===== config.mk =====
export PLATFORM = sky130hd
export DESIGN_NAME = clkSelMonReg
export DESIGN_NICKNAME = d
export VERILOG_FILES = /design/src/rtl/clkSelMonPkg.sv /design/src/rtl/clkSelMonCtrl.sv /design/src/rtl/clkSelMonDp.sv /design/src/rtl/clkSelMonReg.sv
export SDC_FILE = /design/constraint.sdc
export NUM_CORES = 1
export LEC_CHECK = 0
export BUFFER_PORTS_ARGS = -buffer_cell sky130_fd_sc_hd__buf_2
export CORE_AREA = 2 2 41 43
export DETAILED_ROUTE_END_ITERATION = 12
export DIE_AREA = 0 0 43 45
export GPL_TIMING_DRIVEN = 0
export MAX_ROUTING_LAYER = met4
export PLACE_DENSITY = 0.84
export SYNTH_ARGS = -nofsm -noshare
export SYNTH_HDL_FRONTEND = slang
export SYNTH_SLANG_ARGS = --single-unit

===== constraint.sdc =====
create_clock -name clk -period 1.7 [get_ports clk]
set_input_delay 0.255 -clock clk [delete_from_list [all_inputs] [get_ports clk]]
set_output_delay 0.255 -clock clk [all_outputs]
set_load 0.02 [all_outputs]

===== src/rtl/clkSelMonPkg.sv =====
package clkSelMonPkg;
  localparam int REG_W = 8;
  localparam int B_IRQEN = 7;
  localparam int B_FLAG = 6;
  localparam int B_MON = 5;
  localparam int B_SEL = 4;
  localparam int B_ION = 3;
  localparam int B_IST = 2;
  localparam int B_EON = 1;
  localparam int B_EST = 0;

  typedef struct packed {
    logic             rdHit;
    logic             wrHit;
    logic             clrFlag;
    logic [REG_W-1:0] wrData;
  } busStb_t;
endpackage


===== src/rtl/clkSelMonCtrl.sv =====
module clkSelMonCtrl
  import clkSelMonPkg::*;
#(
  parameter int ADDR_W = 8,
  parameter int REG_ADDR = 16
) (
  input  logic              clk,
  input  logic              rstN,
  input  logic [ADDR_W-1:0] busAddr,
  input  logic              busRd,
  input  logic              busWr,
  input  logic [REG_W-1:0]  busWdata,
  input  logic              flagNow,
  output busStb_t           stb
);
  localparam logic [ADDR_W-1:0] MY_ADDR = REG_ADDR[ADDR_W-1:0];

  logic hit;
  logic armed;

  assign hit = (busAddr == MY_ADDR);

  always_ff @(posedge clk) begin
    if (!rstN) begin
      armed <= 1'b0;
    end else if (busWr && hit) begin
      armed <= 1'b0;
    end else if (busRd && hit) begin
      armed <= flagNow;
    end
  end

  always_comb begin
    stb.rdHit   = busRd & hit;
    stb.wrHit   = busWr & hit;
    stb.wrData  = busWdata;
    stb.clrFlag = busWr & hit & armed & ~busWdata[B_FLAG];
  end

  // the clear is armed only by a read that saw the flag set
  a_r6_arm_by_read: assert property (@(posedge clk) disable iff (!rstN)
    $rose(armed) |-> $past(busRd && hit && flagNow));
  // any write to the register uses the arm up
  a_r6_write_disarms: assert property (@(posedge clk) disable iff (!rstN)
    (busWr && hit) |=> !armed);
endmodule


===== src/rtl/clkSelMonDp.sv =====
module clkSelMonDp
  import clkSelMonPkg::*;
#(
  parameter bit RESET_INT_ON = 1'b1
) (
  input  logic             clk,
  input  logic             rstN,
  input  busStb_t          stb,
  input  logic             intStableIn,
  input  logic             extStableIn,
  input  logic             intLostIn,
  input  logic             extLostIn,
  input  logic             stopMode,
  input  logic             oscInStop,
  output logic [REG_W-1:0] image,
  output logic             flagNow,
  output logic             intOn,
  output logic             extOn,
  output logic             clkSel,
  output logic             irqOut
);
  logic irqEn, flag, monOn, intSt, extSt;
  logic irqEnN, flagN, monOnN, selN, intOnN, extOnN;
  logic allOk, intOk, extOk;
  logic monForceClr, selForceSet, selForceClr;
  logic [REG_W-1:0] d;

  assign d = stb.wrData;
  assign intOk = intOn & intSt;
  assign extOk = extOn & extSt;
  assign allOk = intOk & extOk;
  assign monForceClr = ~intOn | ~extOn | (stopMode & ~oscInStop);
  assign selForceClr = extLostIn | ~extOn;
  assign selForceSet = intLostIn | ~intOn;

  // generator enables: plain software bits
  always_comb begin
    intOnN = stb.wrHit ? d[B_ION] : intOn;
    extOnN = stb.wrHit ? d[B_EON] : extOn;
  end

  // monitor on: forced clear, then forced set by flag, then gated write
  always_comb begin
    if (monForceClr) begin
      monOnN = 1'b0;
    end else if (flag) begin
      monOnN = 1'b1;
    end else if (stb.wrHit) begin
      monOnN = d[B_MON] ? (allOk | monOn) : 1'b0;
    end else begin
      monOnN = monOn;
    end
  end

  // monitor flag: hardware set, armed software clear
  always_comb begin
    if (!monOn) begin
      flagN = 1'b0;
    end else if (intLostIn || extLostIn) begin
      flagN = 1'b1;
    end else if (stb.clrFlag) begin
      flagN = 1'b0;
    end else begin
      flagN = flag;
    end
  end

  // interrupt enable: only alive while monitor on
  always_comb begin
    if (!monOn) begin
      irqEnN = 1'b0;
    end else if (stb.wrHit) begin
      irqEnN = d[B_IRQEN];
    end else begin
      irqEnN = irqEn;
    end
  end

  // clock select: forced clear beats forced set beats write
  always_comb begin
    if (selForceClr) begin
      selN = 1'b0;
    end else if (selForceSet) begin
      selN = 1'b1;
    end else if (stb.wrHit) begin
      if (d[B_SEL]) begin
        selN = extOk ? 1'b1 : clkSel;
      end else begin
        selN = intOk ? 1'b0 : clkSel;
      end
    end else begin
      selN = clkSel;
    end
  end

  always_ff @(posedge clk) begin
    if (!rstN) begin
      irqEn  <= 1'b0;
      flag   <= 1'b0;
      monOn  <= 1'b0;
      clkSel <= 1'b0;
      intOn  <= RESET_INT_ON;
      extOn  <= 1'b0;
      intSt  <= 1'b0;
      extSt  <= 1'b0;
    end else begin
      irqEn  <= irqEnN;
      flag   <= flagN;
      monOn  <= monOnN;
      clkSel <= selN;
      intOn  <= intOnN;
      extOn  <= extOnN;
      intSt  <= intStableIn;
      extSt  <= extStableIn;
    end
  end

  always_comb begin
    image = '0;
    image[B_IRQEN] = irqEn;
    image[B_FLAG]  = flag;
    image[B_MON]   = monOn;
    image[B_SEL]   = clkSel;
    image[B_ION]   = intOn;
    image[B_IST]   = intSt;
    image[B_EON]   = extOn;
    image[B_EST]   = extSt;
  end

  assign flagNow = flag;
  assign irqOut = irqEn & flag;

  // enable only rises while the monitor was on
  a_r4_irqen_needs_mon: assert property (@(posedge clk) disable iff (!rstN)
    $rose(irqEn) |-> $past(monOn));
  // flag only rises from a lost pulse with monitor on
  a_r5_flag_source: assert property (@(posedge clk) disable iff (!rstN)
    $rose(flag) |-> $past(monOn && (intLostIn || extLostIn)));
  // monitor turns on only with both generators ready, or forced by the flag
  a_r7_mon_gate: assert property (@(posedge clk) disable iff (!rstN)
    $rose(monOn) |-> $past(allOk || flag));
  // a set flag keeps the monitor on unless a clear is forced
  a_r8_flag_holds_mon: assert property (@(posedge clk) disable iff (!rstN)
    (flag && !monForceClr) |=> monOn);
  // a forced clear of the select always wins
  a_r10_clear_wins: assert property (@(posedge clk) disable iff (!rstN)
    (extLostIn || !extOn) |=> !clkSel);
  // the select rises only through a ready external clock or a forced set
  a_r9_sel_rise: assert property (@(posedge clk) disable iff (!rstN)
    $rose(clkSel) |-> $past(extOk || intLostIn || !intOn));
  // stable bits follow their inputs one cycle late
  a_r11_stable_follow: assert property (@(posedge clk) disable iff (!rstN)
    1'b1 |=> (intSt == $past(intStableIn)) && (extSt == $past(extStableIn)));
endmodule


===== src/rtl/clkSelMonReg.sv =====
module clkSelMonReg
  import clkSelMonPkg::*;
#(
  parameter int ADDR_W = 8,
  parameter int REG_ADDR = 16,
  parameter bit RESET_INT_ON = 1'b1
) (
  input  logic              clk,
  input  logic              rstN,
  input  logic [ADDR_W-1:0] busAddr,
  input  logic              busRd,
  input  logic              busWr,
  input  logic [7:0]        busWdata,
  output logic [7:0]        busRdata,
  input  logic              intStableIn,
  input  logic              extStableIn,
  input  logic              intLostIn,
  input  logic              extLostIn,
  input  logic              stopMode,
  input  logic              oscInStop,
  output logic              intGenEn,
  output logic              extGenEn,
  output logic              clkSelExt,
  output logic              monIrq
);
  busStb_t          stb;
  logic             flagNow;
  logic [REG_W-1:0] image;

  clkSelMonCtrl #(.ADDR_W(ADDR_W), .REG_ADDR(REG_ADDR)) i_ctrl (
    .clk(clk), .rstN(rstN), .busAddr(busAddr), .busRd(busRd), .busWr(busWr),
    .busWdata(busWdata), .flagNow(flagNow), .stb(stb)
  );

  clkSelMonDp #(.RESET_INT_ON(RESET_INT_ON)) i_dp (
    .clk(clk), .rstN(rstN), .stb(stb),
    .intStableIn(intStableIn), .extStableIn(extStableIn),
    .intLostIn(intLostIn), .extLostIn(extLostIn),
    .stopMode(stopMode), .oscInStop(oscInStop),
    .image(image), .flagNow(flagNow), .intOn(intGenEn), .extOn(extGenEn),
    .clkSel(clkSelExt), .irqOut(monIrq)
  );

  assign busRdata = stb.rdHit ? image : '0;

  // request follows enable and flag together
  a_r3_irq_pair: assert property (@(posedge clk) disable iff (!rstN)
    monIrq |-> (image[B_IRQEN] && image[B_FLAG]));
  // reads away from the register return zero
  a_r1_miss_zero: assert property (@(posedge clk) disable iff (!rstN)
    !stb.rdHit |-> (busRdata == '0));
endmodule


After elaboration in Yosys (flattened, before gate mapping). Index checks and enable logic that the tools add are counted.

Input port bits: 26. Logic and storage cells: 53. Bits in registers: 9. Output and inout bits: 12.

Reduce and logical (&&, ||, !) cells: 12. Equal/unequal tests: 2. Multiplexer cells: 11. Bitwise logic cells: 19.

Operators with widths (count): $mux 1 (10); $and 1x1->1 (9); $eq 8x5->1 const B (1); $mux 8 (1); $reduce_bool 2->1 (3); $reduce_or 2->1 (3); $not 1->1 (5); $or 1x1->1 (5); $ne 3x1->1 const B (1); $reduce_and 3->1 (1); $reduce_bool 3->1 (1); $logic_and 1x1->1 (2); $reduce_and 2->1 (1); $logic_or 1x1->1 (1).

Longest topological paths before layout. Gate-level depths: netlist of run 1.

Word-level depth: 6. Mapped depth: 4. Gate-level depth less buffers: 3.

Hierarchy. Synthesis of run 1 repeated with hierarchy kept, for this count alone.

Cells, all modules: 71. Area, all modules: 631.9 µm².

Modules (own cells, without submodules): clkSelMonDp (area each 391.6 µm², sequential area each 160.2 µm², cells each 43, times used 1); clkSelMonCtrl (area each 190.2 µm², sequential area each 20.0 µm², cells each 20, times used 1); clkSelMonReg (area each 50.0 µm², sequential area each 0.0 µm², cells each 8, times used 1).

Worst setup path after synthesis of run 1. No wires, ideal clock.

Path kind: input to output. From: input busAddr[5]. To: output busRdata[0]. Stages: 4. Data arrival time: 1.431 ns. Path buffers: 1. Data required time: 1.445 ns. Setup slack: 0.014 ns. Cell sequence: or4b_1 buf_2 nor3_2 and2_1.

Longest elaborated chain between the ends: 3.

Ends and longest elaborated chain: from (decl) (RTL line clkSelMonReg.sv:10) `input logic [ADDR_W-1:0] busAddr,`; $eq 8x5->1 (RTL line clkSelMonCtrl.sv:21) `assign hit = (busAddr == MY_ADDR);`; $and 1x1->1 (RTL line clkSelMonCtrl.sv:34) `stb.rdHit = busRd & hit;`; $mux 8 (RTL line clkSelMonReg.sv:44) `assign busRdata = stb.rdHit ? image : '0;`; to (decl) (RTL line clkSelMonReg.sv:14) `output logic [7:0] busRdata,`.

Every way passes these cells.

Worst setup path after layout of run 1.
From: input busAddr[0]. To: output busRdata[3].

Same word-level chain as after synthesis.

==> impl_metrics.tcl, run 1 <==
set metrics [dict create \
    die_h_um 45 \
    overflow 0 \
    syn_area_sq_um 535.5 \
    finalHoldViolations 0 \
    r2r_cells 3 \
    ir_drop_mv 0.4444 \
    clk_pin_slew_ns 0.06 \
    core_sq_um 1471 \
    worstPathRequired_ns 1.44 \
    die_w_um 43 \
    synth-seq-cells 9 \
    p_leak_nw 0.4095 \
    dp_hpwl_um 1198 \
    wire_per_inst_um 16.11 \
    synth_area_per_cell_sq_um 8.367 \
    synth_largest_area_cell "dfxtp_1" \
    worst_slack_ns -0.2134 \
    violations "negative setup slack" \
    clock_latency_ns 0.27 \
    ys_types 27 \
    fin_hold_ws_ns 0.2022 \
    syn_to_final_growth_pct 68.69 \
    fin_nets 133 \
    max_freq_ghz 0.5226 \
    cts_root_buf "clkbuf_4" \
    outcome "finished with violations" \
    critical_path_arrival_ns 1.66 \
    clock-sinks 9 \
    place.port_buffers 35 \
    synth_common_cells "and2_1, dfxtp_1, nand4_1" \
    synth_edf_count 0 \
    drv_cap 0 \
    yosysTopAreaCellShare_pct 33.64 \
    setup_violations 8 \
    yosysMostFrequentCell "and2_1" \
    slew_headroom_pct 53.59 \
    first_iter_violations 27 \
    period_minus_slack_ns 1.913 \
    synthesis.nets 90 \
    gr-usage-all-layers_pct 20.54 \
    hold_class "in -> reg" \
    yosys_warnings 0 \
    p_per_area_nw_per_um2 506.5 \
    finClkSkew_ns 0.009944 \
    min_to "i_dp.intSt" \
    cp_max_fo 7 \
    start_util_pct 36.39 \
    io-pin-count 38 \
    drt-total-wl_um 1966 \
    synth_ff_type "dfxtp_1" \
    r2r-end "i_dp.monOn" \
    crit_path_end_kind "output port" \
    firstDrtPassIters 4 \
    rsz0062_at_grt "true" \
    rrSetupSlack_ns 0.58 \
    antenna_left 0 \
    power_mw 0.4576 \
    drc_errors 0 \
    ys_seq_area_share_pct 33.64 \
    drt-vias-per-instance 5.943 \
    critPathLaunchType "input port" \
    hold_start "intStableIn" \
    path_class "in -> out" \
    grt_pass1_vias 667 \
    worstMarginPinSlew_ns 0.6904 \
    dieArea_sq_um 1935 \
    period_share_pct 112.6 \
    gp_congestion 0.7908 \
    vias 725 \
    grt_first_pass_wirelength_um 2842 \
    setup_tns_ns -1.508 \
    synthCells 64 \
    synthArstFlopShare_pct 0 \
    cts_tree "done" \
    whs_path_depth 2 \
    drive_gt1_share_pct 50.94 \
    cts_buffers 3 \
    r2r_start "i_dp.extOn" \
    final_util_pct 61.39 \
    drv_slew 0 \
    synthTopCellsByArea "dfxtp_1, and2_1, nand4_1, o31ai_1, a21oi_1" \
    antenna_found_initial 0 \
    core.rowCount 14 \
    n_antenna_cell 0 \
    ctsLongestPathBuffers 2 \
    ctsHtreeMaxLevel 1 \
    grt_max_degree 9 \
]
worst max-delay path by stage:
stage / startpoint / to / slack (ns) / cells past startpoint
floorplan: busAddr[5] / busRdata[0] / 0.01 / 4
global placement: busAddr[5] / busRdata[6] / -0.33 / 5
detailed placement: busAddr[5] / busRdata[6] / -0.36 / 5
CTS: busAddr[6] / busRdata[1] / -0.16 / 6
global route: busAddr[0] / busRdata[2] / -0.27 / 6
finish: busAddr[0] / busRdata[3] / -0.21 / 6
worst max-delay path, cell delays in order:
cell    delay, ns
buf_6        0.10
or4_4        0.52
buf_6        0.14
nor3_4       0.33
and2_4       0.21
buf_6        0.11
state kept, by name, indices dropped and copies added, names as in the netlist:
| name | count |
|---|---|
| i_dp.irqEn | 1 |
| i_dp.intSt | 1 |
| i_dp.extOn | 1 |
| i_dp.extSt | 1 |
| i_dp.flagNow | 1 |
| i_dp.clkSel | 1 |
| i_dp.intOn | 1 |
| i_dp.monOn | 1 |
| i_ctrl.armed | 1 |
placed cells by master (no fill, tap or decap):
master,count
buf_2,24
buf_6,12
dfxtp_1,9
nand4_1,6
and2_4,6
and2_1,5
inv_1,4
o31ai_1,4
a21oi_1,4
buf_4,4
nor2_1,3
clkbuf_4,3
nand2_1,2
nor4b_4,1
nor4_2,1
or4b_1,1
or4_4,1
nor3_4,1
a21boi_0,1
o41ai_2,1
and4_1,1
nor4_1,1
a31oi_1,1
o21ai_0,1
nand2b_1,1
o41ai_1,1
nor3b_1,1
nor3_1,1
and3b_1,1
nand4b_1,1
a41oi_1,1
o2bb2ai_1,1
clkbuf_1,1
report_power, final:
| group | total [mW] | internal [mW] | switching [mW] |
|---|---|---|---|
| combinational | 0.0754 | 0.0390 | 0.0364 |
| sequential | 0.215 | 0.213 | 0.00174 |
| clock | 0.167 | 0.0905 | 0.0764 |
| total | 0.458 | 0.343 | 0.115 |
metrics by stage:
stage | worst slack [ns] | instances | area, sq um
after detailed placement | -0.3613 | 115 | 730.7
after floorplan | 0.01410 | 64 | 535.5
after global routing | -0.2666 | 122 | 903.4
final | -0.2134 | 122 | 903.4
after global placement | -0.3331 | 115 | 730.7
after CTS | -0.1594 | 121 | 854.6
per-layer routing:
layer,up-vias,global-route usage (%),share of wire [%]
met3,16,8.800,9.6
met4,0,8.485,5.0
met2,56,36.06,50
met1,326,20.05,35
met5,-,-,0
li1,327,-,-
cell families after synthesis:
group / after synthesis / synth area share, %
compound gates: 15 / 20.80
buf+inv: 6 / 4.672
flops: 9 / 33.64
simple gates: 34 / 40.89
repair_timing:
item,CTS,global route
resized for setup,22,10
buffers inserted,2,1
pin swaps,7,7
endpoints found under the setup margin,8,8
hold buffers,0,0
cell type report:
cell class | count | area (sq um)
plain buffers | 2 | 22.52
fillers | 132 | 568.0
inverters | 4 | 15.01
repair buffers | 38 | 262.8
well taps | 16 | 20.02
multi-input cells | 49 | 376.6
clock buffers | 4 | 26.28
flip-flops and latches | 9 | 180.2
(Power assumes the default switching activity.)
==> inputs of run 2 (changes only) <==
--- a/config.mk
+++ b/config.mk
@@ -5,13 +5,14 @@
 export SDC_FILE = /design/constraint.sdc
 export NUM_CORES = 1
 export LEC_CHECK = 0
+export ABC_AREA = 1
 export BUFFER_PORTS_ARGS = -buffer_cell sky130_fd_sc_hd__buf_2
-export CORE_AREA = 2 2 41 43
+export CORE_AREA = 2 2 40 42
 export DETAILED_ROUTE_END_ITERATION = 12
-export DIE_AREA = 0 0 43 45
+export DIE_AREA = 0 0 42 44
 export GPL_TIMING_DRIVEN = 0
 export MAX_ROUTING_LAYER = met4
-export PLACE_DENSITY = 0.84
+export PLACE_DENSITY = 0.86
 export SYNTH_ARGS = -nofsm -noshare
 export SYNTH_HDL_FRONTEND = slang
 export SYNTH_SLANG_ARGS = --single-unit
==> run 2 against run 1 <==
Compared with the run above:
- the run now ends clean
- combinational power is 35% lower
- power decreased by 5.3%
- synthesized cell count increased by 31%
- worst setup slack better by 0.48 ns
- via count shrank 10%
- clock power hardly changed
- critical endpoint is now busRdata[6]
==> impl_metrics.tcl, run 2 <==
set metrics [dict create \
    outcome "completed" \
    final_util_pct 51.85 \
    synth-seq-cells 9 \
    r2r_cells 5 \
    synthArstFlopShare_pct 0 \
    fin_nets 150 \
    setup_violations 0 \
    cts_setup_buffers 0 \
    first_iter_violations 9 \
    synth_area_per_cell_sq_um 6.122 \
    drive_gt1_share_pct 34.96 \
    place_area_sq_um 709.4 \
    ir_drop_mv 0.4992 \
    wire_per_inst_um 10.24 \
    p_per_area_nw_per_um2 588.8 \
    cts-hold-fix-buffers 0 \
    start_util_pct 36.24 \
    gr-usage-all-layers_pct 17.22 \
    syn_area_sq_um 514.2 \
    die_h_um 44 \
    die_w_um 42 \
    r2r_start "i_dp.extOn" \
    firstDrtPassIters 4 \
    p_clk_share_pct 39.1 \
    fin_hold_ws_ns 0.1807 \
    period_share_pct 84.25 \
    clk_pin_slew_ns 0.06 \
    drv_slew 0 \
    final_cells 139 \
    path_class "in -> out" \
    max_freq_ghz 0.6982 \
    drt-vias-per-instance 4.691 \
    p_sw_share_pct 23.98 \
    syn_to_final_growth_pct 43.07 \
    synth_largest_area_cell "dfxtp_1" \
    synth_ff_type "dfxtp_1" \
    worstPathRequired_ns 1.44 \
    antenna_left 0 \
    ys_types 16 \
    synthesis.nets 110 \
    min_to "i_dp.extSt" \
    switchingPower_mw 0.1039 \
    synth_common_cells "nor2_1, nand2_1, inv_1" \
    synthTopCellsByArea "dfxtp_1, nor2_1, nand2_1, inv_1, nand3_1" \
    n_antenna_cell 0 \
    drt-total-wl_um 1423 \
    drc_errors 0 \
    seqPwrFrac_pct 49.6 \
    cts_resized 0 \
    clock-sinks 9 \
    grt_pass1_vias 609 \
    cp_max_fo 10 \
    hold_class "in -> reg" \
    ys_seq_area_share_pct 35.04 \
    grt_first_pass_wirelength_um 2325 \
    p_int_mw 0.3293 \
    rrSetupSlack_ns 0.55 \
    slew_headroom_pct 84.44 \
    worstMarginPinSlew_ns 0.2331 \
    ctsLongestPathBuffers 2 \
    worst_slack_ns 0.2678 \
    r2r-end "i_dp.monOn" \
    hold_start "extStableIn" \
    finClkSkew_ns 0.007702 \
    cts_buffers 3 \
    core_sq_um 1419 \
    yosysMostFrequentCell "nor2_1" \
    place_ws_ns 0.2564 \
    post-place-cells 135 \
    critical_path_arrival_ns 1.18 \
    ctsHtreeMaxLevel 1 \
    synthCells 84 \
    layout_common_cells "buf_2, nor2_1, nand2_1, inv_1, dfxtp_1" \
    p_leak_nw 0.3982 \
    cts_tree "done" \
    finalHoldViolations 0 \
    synth_edf_count 0 \
    fin_area_sq_um 735.7 \
    power_mw 0.4331 \
    vias 652 \
    core.rowCount 14 \
    crit_path_end_kind "output port" \
    gp_congestion 0.8553 \
    grt_max_degree 11 \
    dp_hpwl_um 1150 \
    setup_tns_ns 0 \
    critPathLaunchType "input port" \
    antenna_found_initial 0 \
    yosysTopAreaCellShare_pct 35.04 \
    place.port_buffers 35 \
    overflow 0 \
    yosys_warnings 0 \
    clock_latency_ns 0.26 \
    cts_root_buf "clkbuf_4" \
    io-pin-count 38 \
    dieArea_sq_um 1848 \
    whs_path_depth 3 \
    rsz0062_at_grt "false" \
    period_minus_slack_ns 1.432 \
    final_common_cell "buf_2" \
    pwr-share-comb_pct 11.3 \
    drv_cap 0 \
    cp-startpoint "busAddr[1]" \
]
[run 2: logic make-up after synthesis]
kind of cell / count (synthesis) / synth area share (%)
AO/OA/AOI/OAI: 12 / 14.11
buffers and inverters: 15 / 10.95
flip-flops: 9 / 35.04
AND/OR/NAND/NOR: 48 / 39.90
[run 2: power by group through the flow]
stage | clock network (mW) | logic [mW] | registers, mW
3_5_place_dp | 0 | 0.0486 | 0.220
5_1_grt | 0.191 | 0.0545 | 0.215
6_report | 0.169 | 0.0489 | 0.215
4_1_cts | 0.175 | 0.0488 | 0.215
2_1_floorplan | 0 | 0.0141 | 0.219
3_3_place_gp | 0 | 0.0470 | 0.220
[run 2: routing by layer]
layer	vias up	part of all wire, %	track usage [%]
met4	0	0	3.871
met5	-	0	-
li1	338	-	-
met2	22	50	29.06
met1	292	42	18.78
met3	0	8.6	7.500
[run 2: critical path, cell delays in order]
cell,delay (ns)
buf_2,0.10
nor2_1,0.11
nand2_1,0.10
nor2_4,0.16
nand2_2,0.15
nor2_1,0.13
buf_2,0.18
[run 2: worst max path at each step]
stage | to | slack, ns | cells after the start
after CTS | busRdata[6] | 0.26 | 7
final | busRdata[6] | 0.27 | 7
after global placement | busRdata[4] | 0.32 | 7
after global routing | busRdata[6] | 0.14 | 7
after detailed placement | busRdata[6] | 0.26 | 7
after floorplan | busRdata[0] | 0.46 | 5
[run 2: final cells by class]
| class | instances | area (sq um) |
|---|---|---|
| Clock buffer | 4 | 26.28 |
| Fill cell | 145 | 683.2 |
| Inverter | 15 | 56.30 |
| Multi-Input combinational cell | 60 | 277.8 |
| Sequential cell | 9 | 180.2 |
| Tap cell | 16 | 20.02 |
| Timing Repair Buffer | 35 | 175.2 |
==> inputs of run 3 (changes only) <==
--- a/config.mk
+++ b/config.mk
@@ -7,12 +7,12 @@
 export LEC_CHECK = 0
 export ABC_AREA = 1
 export BUFFER_PORTS_ARGS = -buffer_cell sky130_fd_sc_hd__buf_2
-export CORE_AREA = 2 2 40 42
+export CORE_AREA = 2 2 42 44
 export DETAILED_ROUTE_END_ITERATION = 12
-export DIE_AREA = 0 0 42 44
+export DIE_AREA = 0 0 44 46
 export GPL_TIMING_DRIVEN = 0
 export MAX_ROUTING_LAYER = met4
-export PLACE_DENSITY = 0.86
+export PLACE_DENSITY = 0.82
 export SYNTH_ARGS = -nofsm -noshare
 export SYNTH_HDL_FRONTEND = slang
 export SYNTH_SLANG_ARGS = --single-unit
==> constraint.sdc (replaced) <==
create_clock -name clk -period 1.2 [get_ports clk]
set_input_delay 0.18 -clock clk [delete_from_list [all_inputs] [get_ports clk]]
set_output_delay 0.18 -clock clk [all_outputs]
set_load 0.02 [all_outputs]
==> run 3 against run 2 <==
Compared with the run above:
- routed wire length down 6.7%
- clock power up 40%
- sequential power up 41%
- sequential share of layout area down 1.2 points
- non-clock buffer count up 3
- core utilization down 3.2 points
- cell count up 2.9%
- worst setup slack worse by 0.22 ns
- combinational power up 43%
- power up 41%
- critical path depth unchanged
- clock skew down 0.0063 ns
==> impl_metrics.tcl, run 3 (synthesis results as in run 2) <==
set metrics [dict create \
    drv_slew 0 \
    final_util_pct 48.60 \
    p_clk_share_pct 38.8 \
    cts_root_buf "clkbuf_4" \
    clock_latency_ns 0.26 \
    worst_slack_ns 0.04861 \
    place.port_buffers 35 \
    dieArea_sq_um 2024 \
    critPathLaunchType "input port" \
    n_antenna_cell 0 \
    drt-total-wl_um 1328 \
    worstPathRequired_ns 1.02 \
    p_leak_nw 0.4207 \
    io-pin-count 38 \
    first_iter_violations 8 \
    ir_drop_mv 0.5568 \
    dp_hpwl_um 1068 \
    period_share_pct 95.95 \
    timing.critical_path.max_delay_family "simple AND/OR/NAND/NOR gates" \
    cp_max_fo 9 \
    gr-usage-all-layers_pct 13.91 \
    finalHoldViolations 0 \
    core_sq_um 1614 \
    pwr-share-comb_pct 11.5 \
    slew_headroom_pct 86.05 \
    p_sw_share_pct 23.59 \
    clock-sinks 9 \
    clk_pin_slew_ns 0.06 \
    syn_to_final_growth_pct 52.55 \
    die_w_um 44 \
    crit_path_cell_trace "buf_2 -> nor2_1 -> nand2_1 -> nor2_4 -> nand2_4 -> nor2_1 -> buf_4" \
    critical_path_arrival_ns 0.97 \
    grt_first_pass_wirelength_um 2028 \
    hold_class "in -> reg" \
    ctsHtreeMaxLevel 1 \
    fin_hold_ws_ns 0.09782 \
    core.rowCount 15 \
    crit_path_end_kind "output port" \
    outcome "completed" \
    path_class "in -> out" \
    final_cells 143 \
    drc_errors 0 \
    final_common_cell "buf_2" \
    die_h_um 46 \
    drt-vias-per-instance 4.490 \
    cts_buffers 3 \
    cts-hold-fix-buffers 0 \
    p_int_mw 0.4669 \
    ctsLongestPathBuffers 2 \
    start_util_pct 31.86 \
    place_ws_ns -0.05266 \
    antenna_found_initial 0 \
    cts_tree "done" \
    worstMarginPinSlew_ns 0.2091 \
    overflow 0 \
    crit_slowest_cell "buf_4" \
    max_freq_ghz 0.8685 \
    firstDrtPassIters 4 \
    layout_common_cells "buf_2, nor2_1, nand2_1, inv_1, buf_4" \
    fin_nets 153 \
    finClkSkew_ns 0.001381 \
    cp_slowest_stage_delay_ns 0.15 \
    nFillCells 160 \
    rsz0062_at_grt "true" \
    crit_top_cell "nor2_1" \
    switchingPower_mw 0.1441 \
    wire_per_inst_um 9.287 \
    gp_congestion 0.8132 \
    period_minus_slack_ns 1.151 \
    antenna_left 0 \
    p_per_area_nw_per_um2 778.9 \
    grt_pass1_vias 572 \
    vias 642 \
    setup_violations 0 \
    rrSetupSlack_ns 0.20 \
    grt_max_degree 11 \
    drv_cap 0 \
    post-place-cells 136 \
    drive_gt1_share_pct 38.89 \
    timing.critical_path.buf_inv 2 \
    seqPwrFrac_pct 49.8 \
]
run 3: cell count changes in the layout (fill, tap and decap cells not counted), sizes merged:
cell	previous run	this run
buf	35	38
run 3: path summary, 6_finish.rpt:
path	start	to	cells past startpoint
setup reg to reg	i_dp.intOn	i_dp.monOn	5
hold / removal	intStableIn	i_dp.intSt	3
hold reg to reg	i_dp.irqEn	i_dp.irqEn	2
setup / recovery	busAddr[7]	busRdata[5]	7
run 3: layout make-up:
class | count | area, sq um | share of cell area (%)
Tap cell | 17 | 21.27 | 2.711
Timing Repair Buffer | 38 | 212.7 | 27.11
Inverter | 15 | 56.30 | 7.177
Multi-Input combinational cell | 60 | 285.3 | 36.36
Clock buffer | 4 | 26.28 | 3.349
Sequential cell | 9 | 182.7 | 23.29
run 3: layer usage:
layer	vias to the layer above	track usage, %	wire length (um)
met5	-	-	0
met4	0	5.455	11
met3	2	2.778	99
met2	21	24.41	649
met1	275	15.40	567
li1	344	-	-
run 3: repair_timing:
action,CTS,global route
pin swaps,1,0
gates resized for setup,1,9
setup buffers,1,2
setup endpoints to repair,8,8
run 3: worst register-to-register path, cell delays in order, from the launching register on:
cell	delay [ns]
dfxtp_2	0.36
nand2_1	0.08
o21ai_0	0.15
nand2_1	0.06
o21a_1	0.19
a21oi_2	0.10
run 3: metrics by stage:
stage,TNS (ns),instance area (sq um),power (mW)
final,0,784.5,0.6111
after global routing,-0.08704,784.5,0.6396
after CTS,0,749.5,0.6143
after detailed placement,-0.3862,710.7,0.3801
after global placement,-0.2611,710.7,0.3774
after floorplan,0,514.2,0.3308
run 3: power groups by stage:
| stage | registers [mW] | clock network [mW] | logic, mW |
|---|---|---|---|
| floorplan | 0.311 | 0 | 0.0199 |
| CTS | 0.304 | 0.240 | 0.0704 |
| finish | 0.304 | 0.237 | 0.0701 |
| detailed placement | 0.311 | 0 | 0.0691 |
| global route | 0.305 | 0.257 | 0.0783 |
| global placement | 0.311 | 0 | 0.0665 |
